## config.mk

```make
export PLATFORM = sky130hd
export DESIGN_NAME = dp_core
export DESIGN_NICKNAME = d
export VERILOG_FILES = /design/src/rtl/dp_pkg.sv /design/src/rtl/dp_regfile.sv /design/src/rtl/dp_alu.sv /design/src/rtl/dp_select.sv /design/src/rtl/dp_core.sv
export SDC_FILE = /design/constraint.sdc
export NUM_CORES = 1
export LEC_CHECK = 0
export BUFFER_PORTS_ARGS = -buffer_cell sky130_fd_sc_hd__buf_2
export CAP_MARGIN = 20
export CORE_AREA = 5 5 213 266
export CTS_CLUSTER_SIZE = 10
export DETAILED_ROUTE_END_ITERATION = 6
export DIE_AREA = 0 0 218 271
export GPL_TIMING_DRIVEN = 0
export PLACE_DENSITY = 0.53
export SETUP_SLACK_MARGIN = 0.5
export SLEW_MARGIN = 20
export SYNTH_ARGS = -nofsm -noshare
export SYNTH_HDL_FRONTEND = slang
export SYNTH_SLANG_ARGS = --single-unit
```

## constraint.sdc

```tcl
create_clock -name clk -period 6.9 [get_ports clk]
set_clock_uncertainty 0.15 [all_clocks]
set_input_delay 0.345 -clock clk [delete_from_list [all_inputs] [get_ports clk]]
set_output_delay 0.345 -clock clk [all_outputs]
set_load 0.05 [all_outputs]
```

## src/rtl/dp_pkg.sv

```systemverilog
package dp_pkg;

    localparam int REG_COUNT = 8;
    localparam int ADDR_W    = $clog2(REG_COUNT);

    typedef enum logic [2:0] {
        OP_PASS = 3'd0,
        OP_ADD  = 3'd1,
        OP_SUB  = 3'd2,
        OP_AND  = 3'd3,
        OP_OR   = 3'd4,
        OP_XOR  = 3'd5
    } alu_op_e;

    typedef enum logic [2:0] {
        RES_MEM  = 3'd0,
        RES_IMM  = 3'd1,
        RES_PA   = 3'd2,
        RES_PB   = 3'd3,
        RES_ALU  = 3'd4
    } res_src_e;

    typedef enum logic [1:0] {
        OPA_MEM = 2'd0,
        OPA_IMM = 2'd1,
        OPA_PA  = 2'd2
    } opa_src_e;

    localparam int FLAG_ZERO  = 0;
    localparam int FLAG_CARRY = 1;
    localparam int FLAG_NEG   = 2;

endpackage

```

## src/rtl/dp_regfile.sv

```systemverilog
module dp_regfile #(
    parameter int W      = 32,
    parameter int NREG   = 8,
    parameter int AW     = $clog2(NREG)
) (
    input  logic          clk,
    input  logic          rst,
    input  logic          wr_en,
    input  logic [AW-1:0] wr_addr,
    input  logic [W-1:0]  wr_data,
    input  logic          rd_en_a,
    input  logic [AW-1:0] rd_addr_a,
    input  logic          rd_en_b,
    input  logic [AW-1:0] rd_addr_b,
    output logic [W-1:0]  rd_a,
    output logic [W-1:0]  rd_b
);

    logic [W-1:0] bank [NREG];

    genvar gi;
    generate
        for (gi = 0; gi < NREG; gi++) begin : g_reg
            always_ff @(posedge clk) begin
                if (rst) begin
                    bank[gi] <= '0;
                end else if (wr_en && (wr_addr == AW'(gi))) begin
                    bank[gi] <= wr_data;
                end
            end
        end
    endgenerate

    always_comb begin
        rd_a = rd_en_a ? bank[rd_addr_a] : '0;
        rd_b = rd_en_b ? bank[rd_addr_b] : '0;
    end

    // every register reads zero in the first cycle after reset
    a_r1_clear_a: assert property (@(posedge clk)
        $fell(rst) |-> (!rd_en_a || rd_a == '0));
    a_r1_clear_b: assert property (@(posedge clk)
        $fell(rst) |-> (!rd_en_b || rd_b == '0));

    // a value written at one edge is readable on port A in the next cycle
    a_r3_fresh_read: assert property (@(posedge clk) disable iff (rst)
        wr_en |=> (!rd_en_a || rd_addr_a != $past(wr_addr) || rd_a == $past(wr_data)));

    // the write lands at the addressed register
    a_r2_write_lands: assert property (@(posedge clk) disable iff (rst)
        wr_en |=> (!rd_en_b || rd_addr_b != $past(wr_addr) || rd_b == $past(wr_data)));

endmodule

```

## src/rtl/dp_alu.sv

```systemverilog
module dp_alu
    import dp_pkg::*;
#(
    parameter int W = 32
) (
    input  logic [2:0]   op,
    input  logic [W-1:0] opnd_a,
    input  logic [W-1:0] opnd_b,
    output logic [W-1:0] result,
    output logic [2:0]   flags
);

    logic [W:0] wide;
    logic [W:0] ext_a;
    logic [W:0] ext_b;

    always_comb begin
        ext_a = {1'b0, opnd_a};
        ext_b = {1'b0, opnd_b};
        unique case (op)
            OP_PASS: wide = ext_a;
            OP_ADD:  wide = ext_a + ext_b;
            OP_SUB:  wide = ext_a - ext_b;
            OP_AND:  wide = ext_a & ext_b;
            OP_OR:   wide = ext_a | ext_b;
            OP_XOR:  wide = ext_a ^ ext_b;
            default: wide = '0;
        endcase
        result            = wide[W-1:0];
        flags[FLAG_ZERO]  = (wide[W-1:0] == '0);
        flags[FLAG_CARRY] = wide[W];
        flags[FLAG_NEG]   = wide[W-1];
    end

endmodule

```

## src/rtl/dp_select.sv

```systemverilog
module dp_select
    import dp_pkg::*;
#(
    parameter int W = 32
) (
    input  logic [2:0]   res_sel,
    input  logic [1:0]   opa_sel,
    input  logic [W-1:0] mem_word,
    input  logic [W-1:0] imm_word,
    input  logic [W-1:0] port_a,
    input  logic [W-1:0] port_b,
    input  logic [W-1:0] alu_res,
    output logic [W-1:0] opnd_a,
    output logic [W-1:0] result
);

    always_comb begin
        unique case (opa_sel)
            OPA_MEM: opnd_a = mem_word;
            OPA_IMM: opnd_a = imm_word;
            OPA_PA:  opnd_a = port_a;
            default: opnd_a = '0;
        endcase
    end

    always_comb begin
        unique case (res_sel)
            RES_MEM: result = mem_word;
            RES_IMM: result = imm_word;
            RES_PA:  result = port_a;
            RES_PB:  result = port_b;
            RES_ALU: result = alu_res;
            default: result = '0;
        endcase
    end

endmodule

```

## src/rtl/dp_core.sv

```systemverilog
module dp_core
    import dp_pkg::*;
#(
    parameter int W = 32
) (
    input  logic              clk,
    input  logic              rst,
    input  logic [W-1:0]      mem_word,
    input  logic [W-1:0]      imm_word,
    input  logic              out_en,
    input  logic [2:0]        alu_op,
    input  logic [2:0]        res_sel,
    input  logic [1:0]        opa_sel,
    input  logic [ADDR_W-1:0] wr_addr,
    input  logic              wr_en,
    input  logic [ADDR_W-1:0] rd_addr_a,
    input  logic              rd_en_a,
    input  logic [ADDR_W-1:0] rd_addr_b,
    input  logic              rd_en_b,
    output logic [W-1:0]      dp_out,
    output logic [2:0]        flags
);

    logic [W-1:0] port_a;
    logic [W-1:0] port_b;
    logic [W-1:0] opnd_a;
    logic [W-1:0] alu_res;
    logic [W-1:0] result;

    dp_regfile #(.W(W), .NREG(REG_COUNT), .AW(ADDR_W)) u_regs (
        .clk       (clk),
        .rst       (rst),
        .wr_en     (wr_en),
        .wr_addr   (wr_addr),
        .wr_data   (result),
        .rd_en_a   (rd_en_a),
        .rd_addr_a (rd_addr_a),
        .rd_en_b   (rd_en_b),
        .rd_addr_b (rd_addr_b),
        .rd_a      (port_a),
        .rd_b      (port_b)
    );

    dp_select #(.W(W)) u_sel (
        .res_sel  (res_sel),
        .opa_sel  (opa_sel),
        .mem_word (mem_word),
        .imm_word (imm_word),
        .port_a   (port_a),
        .port_b   (port_b),
        .alu_res  (alu_res),
        .opnd_a   (opnd_a),
        .result   (result)
    );

    dp_alu #(.W(W)) u_alu (
        .op     (alu_op),
        .opnd_a (opnd_a),
        .opnd_b (port_b),
        .result (alu_res),
        .flags  (flags)
    );

    always_comb begin
        dp_out = out_en ? result : '0;
    end

    // a disabled port B routed out gives zero
    a_r4_idle_port: assert property (@(posedge clk) disable iff (rst)
        (out_en && res_sel == 3'd3 && !rd_en_b) |-> dp_out == '0);

    // immediate source reaches the output unchanged
    a_r5_imm_route: assert property (@(posedge clk) disable iff (rst)
        (out_en && res_sel == 3'd1) |-> dp_out == imm_word);

    // zero and sign flags agree with the ALU word seen at the output
    a_r9_zero_flag: assert property (@(posedge clk) disable iff (rst)
        (out_en && res_sel == 3'd4) |-> (flags[FLAG_ZERO] == (dp_out == '0)));
    a_r9_sign_flag: assert property (@(posedge clk) disable iff (rst)
        (out_en && res_sel == 3'd4) |-> (flags[FLAG_NEG] == dp_out[W-1]));

    // a pass of the memory word shows that word at the output
    a_r8_pass_mem: assert property (@(posedge clk) disable iff (rst)
        (out_en && res_sel == 3'd4 && alu_op == 3'd0 && opa_sel == 2'd0) |-> dp_out == mem_word);

endmodule

```

== Word level (Yosys, flattened, before mapping) ==
Memories as Yosys holds them, arrays and structs flattened.
Cells that the tools add are included.
Widths: inputs -> output; s select.
Operators by class
  $add $sub $neg: 2
  equality and inequality tests: 18
  multiplexer cells: 40
  bitwise logic cells: 11
  reduce and logical (&&, ||, !) cells: 13
Operator list (count)
  $mux 32: 11
  $pmux 33 s6: 1
  $pmux 32 s5: 1
  $pmux 32 s3: 1
  $add 32x32->33: 1
  $sub 32x32->33: 1
  $and 32x32->32: 1
  $logic_not 32->1: 1
  $or 32x32->32: 1
  $xor 32x32->32: 1
  $mux 1: 26
  $eq 3x3->1 const B: 7
  $eq 3x2->1 const B: 6
  $eq 3x1->1 const B: 3
  $logic_not 3->1: 3
  $logic_and 1x1->1: 8
  $or 1x1->1: 8
  $eq 2x1->1 const B: 1
  $eq 2x2->1 const B: 1
  $logic_not 2->1: 1
Word-level totals
  register bits after elaboration: 0
  RAM bits: 256
  output and inout bits: 35
  memories: 1
Memory list
  u_regs.bank: words 8, bits a word 32, rd ports 2, clocked after Yosys merged registers in 0, wr ports 8, RTL line dp_regfile.sv:19  | logic [W-1:0] bank [NREG];

== Longest topological paths before layout ==
An unclocked memory read counts as a cell.
  depth after elaboration: 7
  depth in mapped cells: 24
  gate-level depth less buffers: 20

== Modules after synthesis ==
A second synthesis with hierarchy kept.
Second synthesis, totals
  cell total of the unflattened synthesis: 2017
  area, all modules: 20883.8 µm²
Modules (own cells, without submodules)
  dp_regfile: times used 1, cells an instance 1004, area each 13894.6 µm², sequential area each 7687.4 µm²
  dp_alu: times used 1, cells an instance 711, area each 4757.1 µm², sequential area each 0.0 µm²
  dp_select: times used 1, cells an instance 267, area each 1976.9 µm², sequential area each 0.0 µm²
  dp_core: times used 1, cells an instance 35, area each 255.2 µm², sequential area each 0.0 µm²

== Least setup slack after synthesis ==
No wires, ideal clock.
  path kind: input port to output port
  start: input rd_addr_b[1]
  end: output dp_out[31]
  arrival time: 6.667 ns
  data required time: 6.405 ns
  path slack: -0.262 ns
  stages: 23
  buffers on the path: 4
  cells stage by stage: buf_2 > buf_2 > buf_2 > mux4_2 > mux2_2 > nand2_1 > ha_1 > nand2_1 > or3_1 > nor3_2 > and4b_1 > nor2_1 > xnor2_1 > ha_1 > clkbuf_1 > a21o_1 > a21o_1 > a221o_1 > nor2b_1 > nor3_1 > o311ai_1 > a21oi_1 > nor2_1
Between the ends
  cells in the longest elaborated chain, start to end: 6
RTL lines
  start: declaration: RTL line dp_core.sv:18  | input logic [ADDR_W-1:0] rd_addr_b,
  $mem_v2 8x32 *
  $mux 32 *: RTL line dp_regfile.sv:36  | rd_b = rd_en_b ? bank[rd_addr_b] : '0;
  $sub 32x32->33 (tied with other cells): RTL line dp_alu.sv:23  | OP_SUB: wide = ext_a - ext_b;
  $pmux 33 s6 *: RTL line dp_alu.sv:20  | unique case (op)
  named net flags[2]: RTL line dp_core.sv:21  | output logic [2:0] flags
  $pmux 32 s5 *: RTL line dp_select.sv:27  | unique case (res_sel)
  $mux 32 *: RTL line dp_core.sv:65  | dp_out = out_en ? result : '0;
  end: declaration: RTL line dp_core.sv:20  | output logic [W-1:0] dp_out,
Mark *: on every way through the listed nets, which the timed path passes. The rest lies on a longest branch.

== Final worst setup path ==
  start: input rd_addr_a[2]
  end: output flags[0]
Between the ends
  cells in the longest elaborated chain, start to end: 6
RTL lines
  start: declaration: RTL line dp_core.sv:16  | input logic [ADDR_W-1:0] rd_addr_a,
  $mem_v2 8x32 *
  $mux 32 *: RTL line dp_regfile.sv:35  | rd_a = rd_en_a ? bank[rd_addr_a] : '0;
  $pmux 32 s3 *: RTL line dp_select.sv:18  | unique case (opa_sel)
  $sub 32x32->33 (tied with other cells): RTL line dp_alu.sv:23
  $pmux 33 s6 *: RTL line dp_alu.sv:20
  $logic_not 32->1 *: RTL line dp_alu.sv:30  | flags[FLAG_ZERO] = (wide[W-1:0] == '0);
  end: declaration: RTL line dp_core.sv:21
Mark *: on every way between the ends. The rest lies on a longest branch, timed or not.

==> results.md <==
- Mapped Area: 0.0197 mm2
- Most frequent cell after synthesis: nor2_1
- Initial Util: 36.6%
- DR WL/cell: 30.3 um
- Synth cell count leaders: nor2_1 (344), edfxtp_1 (256), nand2_1 (129)
- Vias per cell: 6.17
- Drt drc: 1
- Die ar.: 0.0591 mm2
- Final period utilization: 92.4%
- Final min period: 6.38 ns
- Total Wirelength: 86300 um
- Via count: 17564
- Final worst slack: 0.522 ns
- Die H: 271 um
- DP Wirelength: 65300 um
- Synth top area cells: edfxtp_1 (39%), mux4_2 (14%), nor2_1 (6.6%)
- Core area: 0.0537 mm2
- RR Startpoint: u_regs.bank[3][0]
- First-pass GRT wire length: 122000 um
- Total power: 4.87 mW
- Max reg flops: 256
- Clock transition at path regs: 0.06 ns
- Fill cells: 5195
- RSZ-0062 raised after global routing: yes
- End of the critical path: flags[0]
- ANT nets after route: 0
- Vias in the first global route: 17642
- Sequential-to-total area share from yosys stat: 39.1%
- Pre-CTS WS: -1.29 ns
- Nets: 2299
- Final setup fails: 0
- R2R Path End: u_regs.bank[6][25]
- FF/Latch Area: 0.00769 mm2
- Die outline width: 218 um
- Fmax: 0.157 GHz
- Pin count of the biggest net entering global routing: 33
- Post-synth EDFFs: 256
- Synth warn: 0
- Worst path required time: 6.40 ns
- Worst Tran Pin Value: 1.16 ns
- CTS buffer count: 29
- Dominant synthesized flop cell: edfxtp_1
- Hold Slack: 0.207 ns
- Failing checks: design-rule violations
- Yosys top cell area share: 39.1%
- Worst rel slew slack: 22.3%
- Number of library cell types mapped by synthesis: 75
- Status: finished, violations left
- Initial antenna violation count: 2
- CP Launch Point: rd_addr_a[2]
- Area of the multi-input gates: 0.0120 mm2
- DP Area: 0.0213 mm2
- Seq cells post-synth: 256
- Worst setup EP type: primary output
- H-tree depth: 1
- CTS Root Cell: clkbuf_16
- Global placer's final weighted congestion: 1.02
- Worst hold path type: primary input to flop
- Hold Fails Final Rpt: 0
- IO Pins: 122
- FF-to-FF setup slack: 1.19 ns
- Leakage: 9.00 nW
- Port bufs: 113
- CP max FO: 10
- Reg2reg path depth: 23
- Biggest area consumer among synthesized cells: edfxtp_1
- Synth Net Count: 2094
- GRT overflow: 0
- Worst-Skew Late Latency: 0.56 ns
- Syn Area/Cell: 10.3 um2
- Reg with most FFs: u_regs.bank
- Post-route cell area: 0.0235 mm2
- Share of layout cells above drive strength 1: 26.5%
- Critical path arrival: 5.88 ns
- Worst VDD drop: 218 uV
- Post-synthesis async set-or-reset flop share: 0%
- Rows: 95
- Gate Count Post-Synth: 1913
- Final TNS setup: 0 ns
- Worst-case clock buffer depth: 3
- Critical path launch point type: primary input
- Total GRT Usage: 28.1%
- CTS tree: yes
- Final Max Tran Viols: 0
- Area delta synth->final: 19.6%
- Top Registers: u_regs.bank: 256 flops
- Max-cap viol count: 0
- Initial drt markers: 2100
- Power per standard cell area: 207 mW/mm2
- Clk sinks: 256
- Crit path kind: primary input to primary output
- Drt pass-1 iters: 7
==> metrics by stage <==
step	util, %	std cells
after detailed placement	39.6	2758
final	43.7	2846
after global routing	43.7	2845
after global placement	39.3	2753
after floorplan	-	1913
after CTS	42.7	2828
==> power breakdown <==
group / internal, mW / switching (mW) / total, mW
clock network: 0.772 / 0.586 / 1.36
logic: 0.619 / 1.07 / 1.69
registers: 1.78 / 0.0342 / 1.82
total: 3.18 / 1.69 / 4.87
==> final cells by class <==
type / count / share of cell area (%)
clock inverters: 2 / 0.165
multi-input cells: 1438 / 51.1
plain buffers: 140 / 3.04
diodes: 1 / 0.0106
flip-flops and latches: 256 / 32.7
inverters: 79 / 1.26
well taps: 727 / 3.87
repair buffers: 174 / 4.75
clock buffers: 29 / 3.09
==> what timing repair did <==
action	in CTS	in global routing
pin swaps	41	35
setup buffers	39	17
gates resized for setup	179	86
hold endpoints to repair	0	0
endpoints found under the setup margin	216	28
hold buffers	0	0
==> cells in the final DEF, fill, tap and decap left out, drive strengths merged, types with 78 or more instances in the layout <==
master / count
inv: 78
ha: 93
a21oi: 117
o21ai: 89
nor2: 344
nand2: 129
buf: 206
edfxtp: 256
mux4: 121
clkbuf: 137
==> worst min-delay path by stage <==
stage	depth (start not counted)	slack, ns	start	endpoint
final	3	0.21	wr_addr[1]	u_regs.bank[7][11]
after global routing	3	0.23	wr_addr[1]	u_regs.bank[7][18]
after CTS	3	0.18	wr_addr[1]	u_regs.bank[7][11]
after floorplan	2	0.53	wr_addr[1]	u_regs.bank[3][11]
after detailed placement	3	0.76	wr_addr[1]	u_regs.bank[7][11]
after global placement	3	0.74	wr_addr[1]	u_regs.bank[7][11]
==> critical path, cell delays in order <==
cell and delay (ns):
buf_2 0.17, buf_2 0.31, clkbuf_4 0.37, clkbuf_4 0.36, mux2i_1 0.25, o21a_1 0.24, a21oi_1 0.24, inv_1 0.11
ha_1 0.24, fa_1 0.47, nand2b_1 0.21, a211oi_2 0.32, o22ai_1 0.27, o21bai_1 0.25, xnor2_1 0.15, a211oi_1 0.52
and3_1 0.37, nand4_1 0.25, nor3_2 0.23, buf_6 0.19
==> per-layer routing <==
layer	vias up	GRT usage, %	wire length, um
met5	-	0	13
met2	1002	48.1	41900
met1	8671	34.3	32000
met3	271	3.85	6690
li1	7618	-	-
met4	2	14.6	5700
==> logic make-up after synthesis <==
| family | count (synthesis) | share of synthesized area, % |
|---|---|---|
| mux | 219 | 19.1 |
| compound gates | 446 | 15.1 |
| fa+ha+maj | 94 | 6.02 |
| flops | 256 | 39.1 |
| simple gates | 632 | 14.1 |
| buf+inv | 219 | 4.46 |
| xor+xnor | 47 | 2.09 |
(Power assumes the default switching activity.)
